<file path="src/rtl/ppo_pkg.sv">
package ppo_pkg;

    typedef enum logic {
        CNT_HALT = 1'b0,
        CNT_RUN  = 1'b1
    } cnt_st_e;

    typedef enum logic {
        FLG_IDLE = 1'b0,
        FLG_PEND = 1'b1
    } flg_st_e;

endpackage

</file>
<file path="src/rtl/ppo_timer.sv">
module ppo_timer
    import ppo_pkg::*;
#(
    parameter int CNT_W = 16
) (
    input  logic             clk,
    input  logic             rst_n,
    input  logic             run,
    input  logic             per_wr,
    input  logic [CNT_W-1:0] per_wdata,
    input  logic             clr_req,
    output logic             match,
    output logic             flag
);

    cnt_st_e          cst_q, cst_d;
    flg_st_e          fst_q, fst_d;
    logic [CNT_W-1:0] cnt_q;
    logic [CNT_W-1:0] per_q;

    // next-state logic for both machines
    always_comb begin
        unique case (cst_q)
            CNT_HALT: cst_d = run ? CNT_RUN : CNT_HALT;
            CNT_RUN:  cst_d = run ? CNT_RUN : CNT_HALT;
            default:  cst_d = CNT_HALT;
        endcase
        unique case (fst_q)
            FLG_IDLE: fst_d = match ? FLG_PEND : FLG_IDLE;
            FLG_PEND: fst_d = (match || !clr_req) ? FLG_PEND : FLG_IDLE;
            default:  fst_d = FLG_IDLE;
        endcase
    end

    // state registers
    always_ff @(posedge clk or negedge rst_n) begin
        if (!rst_n) begin
            cst_q <= CNT_HALT;
            fst_q <= FLG_IDLE;
        end else begin
            cst_q <= cst_d;
            fst_q <= fst_d;
        end
    end

    // outputs of the machines
    always_comb begin
        match = (cst_q == CNT_RUN) && (cnt_q == per_q);
        flag  = (fst_q == FLG_PEND);
    end

    // count and period registers
    always_ff @(posedge clk or negedge rst_n) begin
        if (!rst_n) begin
            cnt_q <= '0;
            per_q <= '0;
        end else begin
            if (cst_q == CNT_RUN)
                cnt_q <= match ? '0 : cnt_q + 1'b1;
            if (per_wr)
                per_q <= per_wdata;
        end
    end

    // a halted counter keeps its value
    a_r2_hold_when_halted: assert property (@(posedge clk) disable iff (!rst_n)
        (cst_q == CNT_HALT) |=> $stable(cnt_q));

    // a match restarts the count from zero
    a_r3_match_restarts: assert property (@(posedge clk) disable iff (!rst_n)
        match |=> (cnt_q == '0));

    // a match leaves the flag set
    a_r5_flag_after_match: assert property (@(posedge clk) disable iff (!rst_n)
        match |=> flag);

    // a clear without a concurrent match drops the flag
    a_r6_clear_drops_flag: assert property (@(posedge clk) disable iff (!rst_n)
        (clr_req && !match) |=> !flag);

endmodule

</file>
<file path="src/rtl/ppo_outreg.sv">
module ppo_outreg #(
    parameter int GRP_W   = 8,
    parameter int NUM_GRP = 2,
    parameter int NUM_TMR = 2,
    parameter int SEL_W   = 1
) (
    input  logic                       clk,
    input  logic                       rst_n,
    input  logic                       out_wr,
    input  logic [NUM_GRP*GRP_W-1:0]   out_wdata,
    input  logic                       nxt_wr,
    input  logic [NUM_GRP*GRP_W-1:0]   nxt_wdata,
    input  logic [NUM_GRP*GRP_W-1:0]   nde,
    input  logic [NUM_GRP*SEL_W-1:0]   grp_sel,
    input  logic [NUM_TMR-1:0]         match,
    output logic [NUM_GRP*GRP_W-1:0]   out_q
);

    localparam int DW = NUM_GRP * GRP_W;

    logic [DW-1:0]      nxt_q;
    logic [DW-1:0]      upd_mask;
    logic [DW-1:0]      out_d;
    logic [NUM_GRP-1:0] trig;

    // per-group trigger from the selected timer
    always_comb begin
        for (int g = 0; g < NUM_GRP; g++) begin
            trig[g] = 1'b0;
            for (int t = 0; t < NUM_TMR; t++) begin
                if (grp_sel[g*SEL_W +: SEL_W] == SEL_W'(t))
                    trig[g] = trig[g] | match[t];
            end
        end
    end

    for (genvar g = 0; g < NUM_GRP; g++) begin : g_grp
        assign upd_mask[g*GRP_W +: GRP_W] = {GRP_W{trig[g]}} & nde[g*GRP_W +: GRP_W];
    end

    always_comb begin
        out_d = ((out_wr ? out_wdata : out_q) & ~upd_mask) | (nxt_q & upd_mask);
    end

    always_ff @(posedge clk or negedge rst_n) begin
        if (!rst_n) begin
            out_q <= '0;
            nxt_q <= '0;
        end else begin
            out_q <= out_d;
            if (nxt_wr)
                nxt_q <= nxt_wdata;
        end
    end

    // without a software write, bits with their enable clear never change
    a_r7_disabled_bits_keep: assert property (@(posedge clk) disable iff (!rst_n)
        !out_wr |=> (((out_q ^ $past(out_q)) & ~$past(nde)) == '0));

    // with no trigger and no software write the live word is stable
    a_r7_quiet_without_trigger: assert property (@(posedge clk) disable iff (!rst_n)
        (!out_wr && (trig == '0)) |=> $stable(out_q));

endmodule

</file>
<file path="src/rtl/pulse_pattern_out.sv">
module pulse_pattern_out #(
    parameter int GRP_W   = 8,
    parameter int NUM_GRP = 2,
    parameter int NUM_TMR = 2,
    parameter int CNT_W   = 16
) (
    input  logic                             clk,
    input  logic                             rst_n,
    input  logic                             out_wr,
    input  logic [NUM_GRP*GRP_W-1:0]         out_wdata,
    input  logic                             nxt_wr,
    input  logic [NUM_GRP*GRP_W-1:0]         nxt_wdata,
    input  logic [NUM_GRP*GRP_W-1:0]         dir_mask,
    input  logic [NUM_GRP*GRP_W-1:0]         nde_mask,
    input  logic [NUM_GRP*((NUM_TMR > 1) ? $clog2(NUM_TMR) : 1)-1:0] grp_sel,
    input  logic [NUM_TMR-1:0]               tmr_run,
    input  logic [NUM_TMR-1:0]               per_wr,
    input  logic [CNT_W-1:0]                 per_wdata,
    input  logic [NUM_TMR-1:0]               refill_done,
    input  logic [NUM_TMR-1:0]               flag_wr0,
    output logic [NUM_GRP*GRP_W-1:0]         pin_out,
    output logic [NUM_GRP*GRP_W-1:0]         pin_oe,
    output logic [NUM_TMR-1:0]               match_flag
);

    localparam int DW    = NUM_GRP * GRP_W;
    localparam int SEL_W = (NUM_TMR > 1) ? $clog2(NUM_TMR) : 1;

    logic [NUM_TMR-1:0] match;
    logic [DW-1:0]      out_q;

    for (genvar t = 0; t < NUM_TMR; t++) begin : g_tmr
        ppo_timer #(.CNT_W(CNT_W)) i_tmr (
            .clk       (clk),
            .rst_n     (rst_n),
            .run       (tmr_run[t]),
            .per_wr    (per_wr[t]),
            .per_wdata (per_wdata),
            .clr_req   (refill_done[t] | flag_wr0[t]),
            .match     (match[t]),
            .flag      (match_flag[t])
        );
    end

    ppo_outreg #(
        .GRP_W   (GRP_W),
        .NUM_GRP (NUM_GRP),
        .NUM_TMR (NUM_TMR),
        .SEL_W   (SEL_W)
    ) i_outreg (
        .clk       (clk),
        .rst_n     (rst_n),
        .out_wr    (out_wr),
        .out_wdata (out_wdata),
        .nxt_wr    (nxt_wr),
        .nxt_wdata (nxt_wdata),
        .nde       (nde_mask),
        .grp_sel   (grp_sel),
        .match     (match),
        .out_q     (out_q)
    );

    always_comb begin
        pin_oe  = dir_mask & nde_mask;
        pin_out = out_q & pin_oe;
    end

    // a bit shows a one only where direction and enable are both set
    a_r9_no_stray_drive: assert property (@(posedge clk) disable iff (!rst_n)
        ((pin_out & ~(dir_mask & nde_mask)) == '0));

    // a group whose selected timer has no match keeps its live bits
    a_r8_group0_follows_select: assert property (@(posedge clk) disable iff (!rst_n)
        (!out_wr && !match[grp_sel[0 +: SEL_W]]) |=> $stable(out_q[GRP_W-1:0]));

endmodule

</file>
<file path="config.mk">
export PLATFORM = sky130hd
export DESIGN_NAME = pulse_pattern_out
export DESIGN_NICKNAME = d
export VERILOG_FILES = /design/src/rtl/ppo_pkg.sv /design/src/rtl/ppo_timer.sv /design/src/rtl/ppo_outreg.sv /design/src/rtl/pulse_pattern_out.sv
export SDC_FILE = /design/constraint.sdc
export NUM_CORES = 1
export LEC_CHECK = 0
export ABC_AREA = 1
export ABC_CLOCK_PERIOD_IN_PS = 1900
export BUFFER_PORTS_ARGS = -buffer_cell sky130_fd_sc_hd__buf_2
export CAP_MARGIN = 0
export CORE_MARGIN = 10
export CORE_UTILIZATION = 41
export DETAILED_ROUTE_END_ITERATION = 16
export PLACE_DENSITY_LB_ADDON = 0.1
export SKIP_LAST_GASP = 1
export SYNTH_ARGS = -nofsm -noshare
export SYNTH_HDL_FRONTEND = slang
export SYNTH_SLANG_ARGS = --single-unit
</file>
<file path="constraint.sdc">
create_clock -name clk -period 1.9 [get_ports clk]
set_input_delay 0.095 -clock clk [delete_from_list [all_inputs] [get_ports clk]]
set_output_delay 0.095 -clock clk [all_outputs]
set_load 0.03 [all_outputs]
</file>
==> results.md, run 1 <==
- CP endpoint kind: flop
- Most common cell after layout, fill and taps aside: nand2_1
- Worst EP required: 2.13 ns
- CP delay by family, top: simple AND/OR/NAND/NOR gates
- Total CTS buffers: 9
- CTS Buffer Depth: 2
- WS Path Type: reg -> reg
- Input/output buffers: 127
- Post-synthesis area per instance: 7.23 µm²
- Via count: 5,114
- Vias/cell: 4.70
- Starting density of the core: 0.424
- Min cycle time layout: 1.72 ns
- Slowest CP cell: dfrtp_1
- Fin Setup TNS: 0 ns
- Antenna Nets Post-Route: 0
- Leakage power: 3.88 nW
- Detailed Route Iter0 Violations: 334
- Status: finished, final reports clean
- Crit start category: flop
- 1st-pass router iterations: 5
- Post-synthesis sequential area ratio: 0.462
- Skew final: 0.00603 ns
- Hold_ws: 0.0226 ns
- Worst hold-check path type: in -> reg
- CP bufs+invs: 1
- Antenna diodes: 0
- Slew Limit Fails: 0
- Overflow after GRT: 0
- Number of instances in the placed design: 1,034
- Gate Count Post-Synth: 750
- Post-route cell area: 6890 µm²
- CP cell instances: inv_2, nand2_1, nand2_1, nor2_1, nand2_1, nor2_2, nand3_4, nand2_2, nand3_1, nand2_1, o21ai_1
- Post-route insts no fill: 1,088
- Worst-Margin Slew: 0.630 ns
- Share of cells above drive strength 1: 0.191
- Area grow syn2layout: 27.1%
- Final WL: 14,800 µm
- Largest net degree at the start of global routing: 38
- Seq cells post-synth: 100
- Die area: 18,200 µm²
- Fin crit share: 0.905
- Most frequent CP cell: nand2_1
- Max incr delay on CP: 0.50 ns
- Vias in the first global route: 5,132
- Die Span X: 135 µm
- Clk sink count: 100
- Fin nets: 1,008
- Final Setup Violations: 0
- Global-route wire length before repair: 24,400 µm
- Clock-pin transition on the worst setup and hold timing paths: 0.07 ns
- Core Region: 12,800 µm²
- Max_slew headroom: 0.579
- Final worst slack: 0.180 ns
- Die height: 135 µm
- Max cap viols: 0
- CTS tree: built
- Syn_nets: 846
- Hpwl dp: 11,400 µm
- FMAX: 581 MHz
- P per Cell Area: 806 nW/µm²
- Crit path DAT: 1.96 ns
- Tot GR Track Use: 0.163
- Num rows: 41
- Final core occ: 0.539
- CTS Root Cell: clkbuf_16
- Synthesis Warnings: 0
- Crit path max fanout: 10
- Worst slack, placed: 0.130 ns
- Initial antenna violation count: 0
- Skew-Pair Late Insertion Delay: 0.35 ns
- DP Area: 6220 µm²
- Cell Area, Synth: 5420 µm²
- H-Tree Depth: 3
- I/O pin total: 128
- DRC: 0
- Distinct cell type count after synthesis: 32
- Per-cell routed wire length: 13.6 µm
- Total design power: 5.55 mW
- GP Congestion: 0.846
- Final Hold Vio Count: 0
- Most frequent cells in the layout: 217 x nand2_1, 133 x inv_1, 126 x buf_2
- Peak supply drop: 0.492 mV
[cell families (layout without fill, tap and decap cells)]
group,count (synthesis),after routing,synth area share
adder cells (fa/ha/maj),2,2,0.00462
AND/OR/NAND/NOR,380,380,0.307
multiplexers,4,4,0.00831
buffers and inverters,163,329,0.120
flip-flops,100,100,0.462
AO/OA/AOI/OAI,93,93,0.0859
XOR/XNOR,8,8,0.0129
[layer usage]
metal / routed length [µm] / share of wire / global-route usage / up-vias
li1: - / - / - / 2640
met5: 0 / 0 / 0 / -
met1: 6350 / 0.43 / 0.193 / 2379
met4: 194 / 0.013 / 0.0383 / 0
met3: 605 / 0.041 / 0.0453 / 13
met2: 7640 / 0.52 / 0.288 / 82
[synthesized netlist by cell type]
master / count / area [µm²]
nor2_2: 3 / 18.8
nor3_1: 5 / 25.0
inv_2: 7 / 26.3
inv_1: 133 / 499
dfrtp_1: 100 / 2500
and3b_1: 1 / 8.76
o21ai_0: 57 / 285
nor3b_1: 2 / 15.0
nor3_2: 1 / 10.0
buf_6: 1 / 11.3
ha_1: 2 / 25.0
nand2_2: 4 / 25.0
nand3_2: 4 / 40.0
nor2_1: 67 / 251
buf_8: 1 / 15.0
xnor2_1: 3 / 26.3
a21oi_1: 25 / 125
nand2_1: 217 / 815
o21ai_1: 11 / 55.1
buf_2: 1 / 5.00
nor4_1: 4 / 25.0
xor2_1: 5 / 43.8
nand2_4: 1 / 11.3
nand3b_1: 4 / 30.0
mux2_2: 4 / 45.0
nor3b_2: 1 / 12.5
clkbuf_1: 15 / 56.3
buf_4: 4 / 30.0
nand3_1: 48 / 240
nand4_1: 16 / 100
clkbuf_2: 1 / 5.00
nand3_4: 2 / 35.0
[layout make-up]
class	instances	area, µm²
Multi-Input combinational cell	487	2290
Clock inverter	2	12.5
Fill cell	1238	5890
Sequential cell	100	2500
Clock buffer	13	240
Inverter	140	526
Timing Repair Buffer	174	1100
Tap cell	172	215
[repair_timing]
| action | CTS | global route |
|---|---|---|
| gates resized for setup | 0 | 5 |
| setup buffers | 0 | 0 |
| endpoints found under the setup margin | 0 | 6 |
| endpoints found under the hold margin | 73 | 0 |
| hold buffers | 39 | 0 |
[worst reg2reg max path, stage by stage (launching register included)]
cell and delay, ns:
dfrtp_1 0.50, inv_2 0.06, nand2_1 0.06, nand2_1 0.06, nor2_1 0.11, nand2_1 0.07, nor2_2 0.17, nand3_4 0.12
nand2_2 0.20, nand3_1 0.14, nand2_1 0.08, o21ai_1 0.06
[final timing paths]
kind                                    startpoint                        to  slack, ns  cells past startpoint
setup / recovery           g_tmr[0].i_tmr.cnt_q[3]                      flop       0.18                     11
hold / removal                         nde_mask[1]                      flop       0.02                      3
setup reg to reg           g_tmr[0].i_tmr.cnt_q[3]                      flop       0.18                     11
hold reg to reg                g_tmr[0].i_tmr.flag       g_tmr[0].i_tmr.flag       0.49                      2
max in group asynchronous                    rst_n      g_tmr[1].i_tmr.cst_q       1.05                      3
min in group asynchronous                    rst_n  g_tmr[0].i_tmr.cnt_q[15]       0.23                      2
[power breakdown]
part | total [mW] | internal (mW) | leakage, nW | switching (mW)
logic | 1.27 | 0.507 | 2.52 | 0.759
registers | 2.64 | 2.38 | 1.24 | 0.255
clock network | 1.65 | 0.881 | 0.120 | 0.765
total | 5.55 | 3.77 | 3.88 | 1.78
Power figures use the tool's default switching activity.
==> inputs of run 2 (changes only) <==
--- a/config.mk
+++ b/config.mk
@@ -7,10 +7,11 @@
 export LEC_CHECK = 0
 export ABC_AREA = 1
 export ABC_CLOCK_PERIOD_IN_PS = 1900
-export BUFFER_PORTS_ARGS = -buffer_cell sky130_fd_sc_hd__buf_2
+export BUFFER_PORTS_ARGS = -buffer_cell sky130_fd_sc_hd__clkbuf_2
 export CAP_MARGIN = 0
 export CORE_MARGIN = 10
 export CORE_UTILIZATION = 41
+export CTS_CLUSTER_DIAMETER = 60
 export DETAILED_ROUTE_END_ITERATION = 16
 export PLACE_DENSITY_LB_ADDON = 0.1
 export SKIP_LAST_GASP = 1
==> results.md, run 2 (synthesis results as in run 1) <==
- Status: finished, violations left
- Failing checks: hold timing
- Vias/cell: 4.76 (+1.2%)
- Worst slack, placed: 0.105 ns (-0.0242 ns)
- Clk sink count: 100 (unchanged)
- Final Hold Vio Count: 1 (+1)
- Worst-Margin Slew: 0.610 ns (-0.0208 ns)
- Crit path DAT: 2.02 ns (+0.06 ns)
- Skew-Pair Late Insertion Delay: 0.35 ns (about the same)
- Max cap viols: 0 (unchanged)
- Final Setup Violations: 0 (unchanged)
- I/O pin total: 128 (unchanged)
- Vias in the first global route: 5,458 (+6.4%)
- Leakage power: 3.90 nW (+0.60%)
- Global-route wire length before repair: 25,300 µm (+3.7%)
- Max_slew headroom: 0.593 (+0.0138)
- Min cycle time layout: 1.78 ns (+0.0590 ns)
- WS Path Type: reg -> reg
- 1st-pass router iterations: 5 (unchanged)
- Detailed Route Iter0 Violations: 281 (-16%)
- Most frequent cells in the layout: 217 x nand2_1, 133 x inv_1, 126 x clkbuf_2
- Antenna Nets Post-Route: 0 (unchanged)
- Skew final: 0.00552 ns (-0.000513 ns)
- Area grow syn2layout: 27.7%
- Initial antenna violation count: 1 (+1)
- Per-cell routed wire length: 13.7 µm (+0.98%)
- Total setup buffers inserted after CTS: 0 (unchanged)
- Die Span X: 135 µm (unchanged)
- CTS Root Cell: clkbuf_16
- CTS Buffer Depth: 2 (unchanged)
- Worst EP required: 2.14 ns (about the same)
- Peak supply drop: 0.628 mV (+28%)
- GP Congestion: 0.854 (+0.96%)
- Hpwl dp: 11,600 µm (+1.4%)
- Largest net degree at the start of global routing: 38 (unchanged)
- Input/output buffers: 127 (unchanged)
- Starting density of the core: 0.424 (unchanged)
- CTS tree: built
- Core Region: 12,800 µm² (unchanged)
- Final WL: 14,900 µm (+0.98%)
- Die area: 18,200 µm² (unchanged)
- Num rows: 41 (unchanged)
- Crit path max fanout: 4 (-6)
- Unrepaired setup endpoints after global routing: yes
- CP endpoint kind: flop
- Fin crit share: 0.937 (+0.0311)
- Via count: 5,175 (+1.2%)
- Final worst slack: 0.121 ns (-0.0590 ns)
- FMAX: 562 MHz (-3.3%)
- Share of cells above drive strength 1: 0.198 (+0.00677)
- P per Cell Area: 830 nW/µm² (+3.1%)
- Tot GR Track Use: 0.168 (+0.00491)
- Crit start category: flop
- Slew Limit Fails: 0 (unchanged)
- Total CTS buffers: 9 (unchanged)
- Clock-pin transition on the worst setup and hold timing paths: 0.06 ns (about the same)
- H-Tree Depth: 3 (unchanged)
- Most common cell after layout, fill and taps aside: nand2_1
- Die height: 135 µm (unchanged)
- DRC: 0 (unchanged)
- Hold_ws: -0.000689 ns (-0.0233 ns)
- Fin nets: 1,006 (-0.20%)
- Overflow after GRT: 0 (unchanged)
- Worst hold-check path type: in -> reg
==> run 2: worst paths after layout <==
kind                                          from                       end  slack, ns  cells past startpoint
setup / recovery           g_tmr[1].i_tmr.cnt_q[0]  g_tmr[1].i_tmr.cnt_q[12]       0.12                     10
hold / removal                        nxt_wdata[5]         i_outreg.nxt_q[5]    -0.0007                      3
setup reg to reg           g_tmr[1].i_tmr.cnt_q[0]  g_tmr[1].i_tmr.cnt_q[12]       0.12                     10
hold reg to reg                g_tmr[0].i_tmr.flag       g_tmr[0].i_tmr.flag       0.49                      2
max in group asynchronous                    rst_n      g_tmr[1].i_tmr.cst_q       1.04                      3
min in group asynchronous                    rst_n  g_tmr[0].i_tmr.per_q[15]       0.25                      2
==> run 2: per-stage QoR <==
stage / TNS [ns] / area (µm²) / power (mW) / util / instances
finish: 0 / 6920 / 5.75 / 0.542 / 1088
global route: -0.0497 / 6920 / 6.16 / 0.542 / 1088
CTS: 0 / 6880 / 5.81 / 0.538 / 1086
detailed placement: 0 / 6220 / 3.88 / 0.487 / 1034
global placement: 0 / 6220 / 3.85 / 0.487 / 1034
floorplan: 0 / 5420 / 3.47 / - / 750
==> run 2: cell type report <==
cell class	count	area (µm²)
timing repair buffer	172	1080
inverter	140	526
antenna	1	2.50
sequential	100	2500
multi-input combinational	487	2300
fill	1228	5850
clock buffer	12	246
tap	172	215
clock inverter	4	48.8
==> run 2: routing by layer <==
| metal | vias up | track usage | routed length [µm] |
|---|---|---|---|
| met1 | 2390 | 0.195 | 6190 |
| met3 | 27 | 0.0427 | 735 |
| li1 | 2640 | - | - |
| met4 | 0 | 0.0461 | 284 |
| met5 | - | 0 | 0 |
| met2 | 118 | 0.301 | 7720 |
==> run 2: where the power goes <==
part | switching [mW] | internal, mW | leakage, nW | total (mW)
registers | 0.259 | 2.38 | 1.24 | 2.64
clock network | 0.784 | 1.06 | 0.147 | 1.84
logic | 0.764 | 0.502 | 2.52 | 1.27
total | 1.81 | 3.94 | 3.90 | 5.75
==> run 2: critical path: stages (launching register included) <==
cell     delay (ns)
dfrtp_1        0.39
ha_1           0.21
nand2_1        0.08
nor2_1         0.17
nand3_1        0.15
nor2_2         0.15
nand2_1        0.13
nor3_4         0.18
nand3_1        0.10
nand2_1        0.07
nor2_1         0.04
==> run 2: what timing repair did <==
item | 4_1_cts | 5_1_grt
hold buffers | 36 | 1
endpoints found under the setup margin | 0 | 16
gates resized for setup | 0 | 8
hold endpoints to repair | 72 | 1
==> inputs of run 3 (changes only) <==
--- a/config.mk
+++ b/config.mk
@@ -13,8 +13,9 @@
 export CORE_UTILIZATION = 41
 export CTS_CLUSTER_DIAMETER = 60
 export DETAILED_ROUTE_END_ITERATION = 16
-export PLACE_DENSITY_LB_ADDON = 0.1
+export PLACE_DENSITY = 0.63
 export SKIP_LAST_GASP = 1
+export SLEW_MARGIN = 20
 export SYNTH_ARGS = -nofsm -noshare
 export SYNTH_HDL_FRONTEND = slang
 export SYNTH_SLANG_ARGS = --single-unit
==> results.md, run 3 (synthesis results as in run 1) <==
- Worst hold-check path type: in -> reg
- Max_slew headroom: 0.609 (+0.0163)
- Via count: 5,054 (-2.3%)
- Num rows: 41 (unchanged)
- Min cycle time layout: 1.74 ns (-0.0399 ns)
- Vias in the first global route: 5,133 (-6.0%)
- 1st-pass router iterations: 5 (unchanged)
- CTS Buffer Depth: 2 (unchanged)
- Capture point of the worst reg-to-reg path: g_tmr[1].i_tmr.cnt_q[12]
- Tot GR Track Use: 0.167 (-0.00135)
- Reg2Reg Depth: 10 (unchanged)
- Worst r2r src: g_tmr[1].i_tmr.cnt_q[0]
- Reg2Reg Setup Slack: 0.16 ns (+0.04 ns)
- Fin Setup TNS: 0 ns (unchanged)
- GP Congestion: 0.847 (-0.85%)
- Vias/cell: 4.64 (-2.4%)
- FMAX: 575 MHz (+2.3%)
- Peak supply drop: 0.460 mV (-27%)
- Status: finished, final reports clean
- Most common cell after layout, fill and taps aside: nand2_1
- Worst EP required: 2.14 ns (about the same)
- Clk sink count: 100 (unchanged)
- Die height: 135 µm (unchanged)
- Crit path max fanout: 4 (unchanged)
- Slew Limit Fails: 0 (unchanged)
- Hold_sp: per_wdata[0]
- Detailed Route Iter0 Violations: 274 (-2.5%)
- Final Setup Violations: 0 (unchanged)
- CTS tree: built
- Global-route wire length before repair: 24,800 µm (-2.0%)
- Worst-Margin Slew: 0.585 ns (-0.0244 ns)
- Leakage power: 3.91 nW (about the same)
- Total CTS buffers: 9 (unchanged)
- Slowest CP cell: dfrtp_1
- DP Area: 6210 µm² (-0.12%)
- Antenna diodes: 0 (-1)
- P per Cell Area: 844 nW/µm² (+1.7%)
- CP endpoint kind: flop
- CP cell instances: ha_1, nand2_1, nor2_2, nand3_1, nor2_2, nand2_1, nor3_2, nand3_1, nand2_1, nor2_1
- Crit start category: flop
- Fin crit share: 0.916 (-0.0210)
- Initial antenna violation count: 0 (-1)
- Min-Delay Endpoint: g_tmr[0].i_tmr.per_q[0]
- DRC: 0 (unchanged)
- Hold Crit Depth: 3 (unchanged)
- Fin nets: 1,008 (+0.20%)
- Post-route cell area: 6940 µm² (+0.25%)
- WS Path Type: reg -> reg
- Max incr delay on CP: 0.39 ns (about the same)
- Share of cells above drive strength 1: 0.195 (-0.00261)
- Skew-Pair Late Insertion Delay: 0.35 ns (about the same)
- Crit path DAT: 1.98 ns (-0.04 ns)
- Clock-pin transition on the worst setup and hold timing paths: 0.07 ns (about the same)
- Most frequent cells in the layout: 217 x nand2_1, 133 x inv_1, 126 x clkbuf_2
- Final Hold Vio Count: 0 (-1)
- Hpwl dp: 11,500 µm (-0.91%)
- Overflow after GRT: 0 (unchanged)
- Most frequent CP cell: nand2_1
- Per-cell routed wire length: 13.7 µm (-0.53%)
- Total setup buffers inserted after CTS: 0 (unchanged)
- Die area: 18,200 µm² (unchanged)
- I/O pin total: 128 (unchanged)
- CTS Root Cell: clkbuf_16
- Max cap viols: 0 (unchanged)
- Skew final: 0.00374 ns (-0.00178 ns)
- Largest net degree at the start of global routing: 45 (+18%)
- H-Tree Depth: 3 (unchanged)
- Core Region: 12,800 µm² (unchanged)
- Final WL: 14,900 µm (-0.44%)
- Area grow syn2layout: 28.1%
- Die Span X: 135 µm (unchanged)
- Starting density of the core: 0.424 (unchanged)
- Antenna Nets Post-Route: 0 (unchanged)
- Unrepaired setup endpoints after global routing: no
- Input/output buffers: 127 (unchanged)
## run 3: repair_timing
item / in CTS / in global routing
endpoints found under the setup margin: 0 / 3
hold endpoints to repair: 77 / 0
resized for setup: 0 / 3
hold buffers: 40 / 0
## run 3: critical path, delay by kind of cell (launching register included)
| kind | cells | cell delay [ns] |
|---|---|---|
| adders and majority gates | 1 | 0.22 |
| DFF | 1 | 0.39 |
| and+or+nand+nor | 9 | 1.03 |
## run 3: worst max path at each step
stage                                  startpoint                        to  cells after the start
after floorplan           g_tmr[0].i_tmr.cnt_q[0]  g_tmr[0].i_tmr.cnt_q[14]                     10
after global placement    g_tmr[1].i_tmr.cnt_q[0]  g_tmr[1].i_tmr.cnt_q[12]                     10
after detailed placement  g_tmr[1].i_tmr.cnt_q[0]  g_tmr[1].i_tmr.cnt_q[12]                     10
after CTS                 g_tmr[1].i_tmr.cnt_q[0]  g_tmr[1].i_tmr.cnt_q[12]                     10
after global routing      g_tmr[1].i_tmr.cnt_q[1]  g_tmr[1].i_tmr.cnt_q[12]                     10
final                     g_tmr[1].i_tmr.cnt_q[0]  g_tmr[1].i_tmr.cnt_q[12]                     10
## run 3: metrics by stage
step / hold slack, ns / cells / setup slack (ns) / power [mW] / util
after global placement: 0.0827 / 1033 / 0.149 / 3.86 / 0.487
after CTS: 0.00141 / 1089 / 0.0721 / 5.93 / 0.542
after detailed placement: 0.0875 / 1033 / 0.111 / 3.87 / 0.487
after floorplan: -0.201 / 750 / 0.356 / 3.47 / -
final: 0.0216 / 1089 / 0.160 / 5.86 / 0.543
after global routing: 0.0154 / 1089 / 0.00104 / 6.24 / 0.543
## run 3: layout make-up
type                            count  area [µm²]
Sequential cell                   100        2500
Multi-Input combinational cell    487        2280
Tap cell                          172         215
Fill cell                        1250        5830
Timing Repair Buffer              174        1100
Inverter                          140         526
Clock inverter                      7        88.8
Clock buffer                        9         225
## run 3: power breakdown
| part | total, mW | internal (mW) | switching (mW) | leakage, nW |
|---|---|---|---|---|
| Clock | 1.96 | 1.15 | 0.813 | 0.159 |
| Sequential | 2.63 | 2.38 | 0.248 | 1.24 |
| Combinational | 1.27 | 0.505 | 0.762 | 2.51 |
## run 3: routing by layer
layer | vias to the layer above | track usage | share of wire
met3 | 17 | 0.0412 | 0.036
met1 | 2304 | 0.202 | 0.44
met2 | 88 | 0.288 | 0.51
met4 | 0 | 0.0461 | 0.015
met5 | - | 0 | 0
li1 | 2645 | - | -
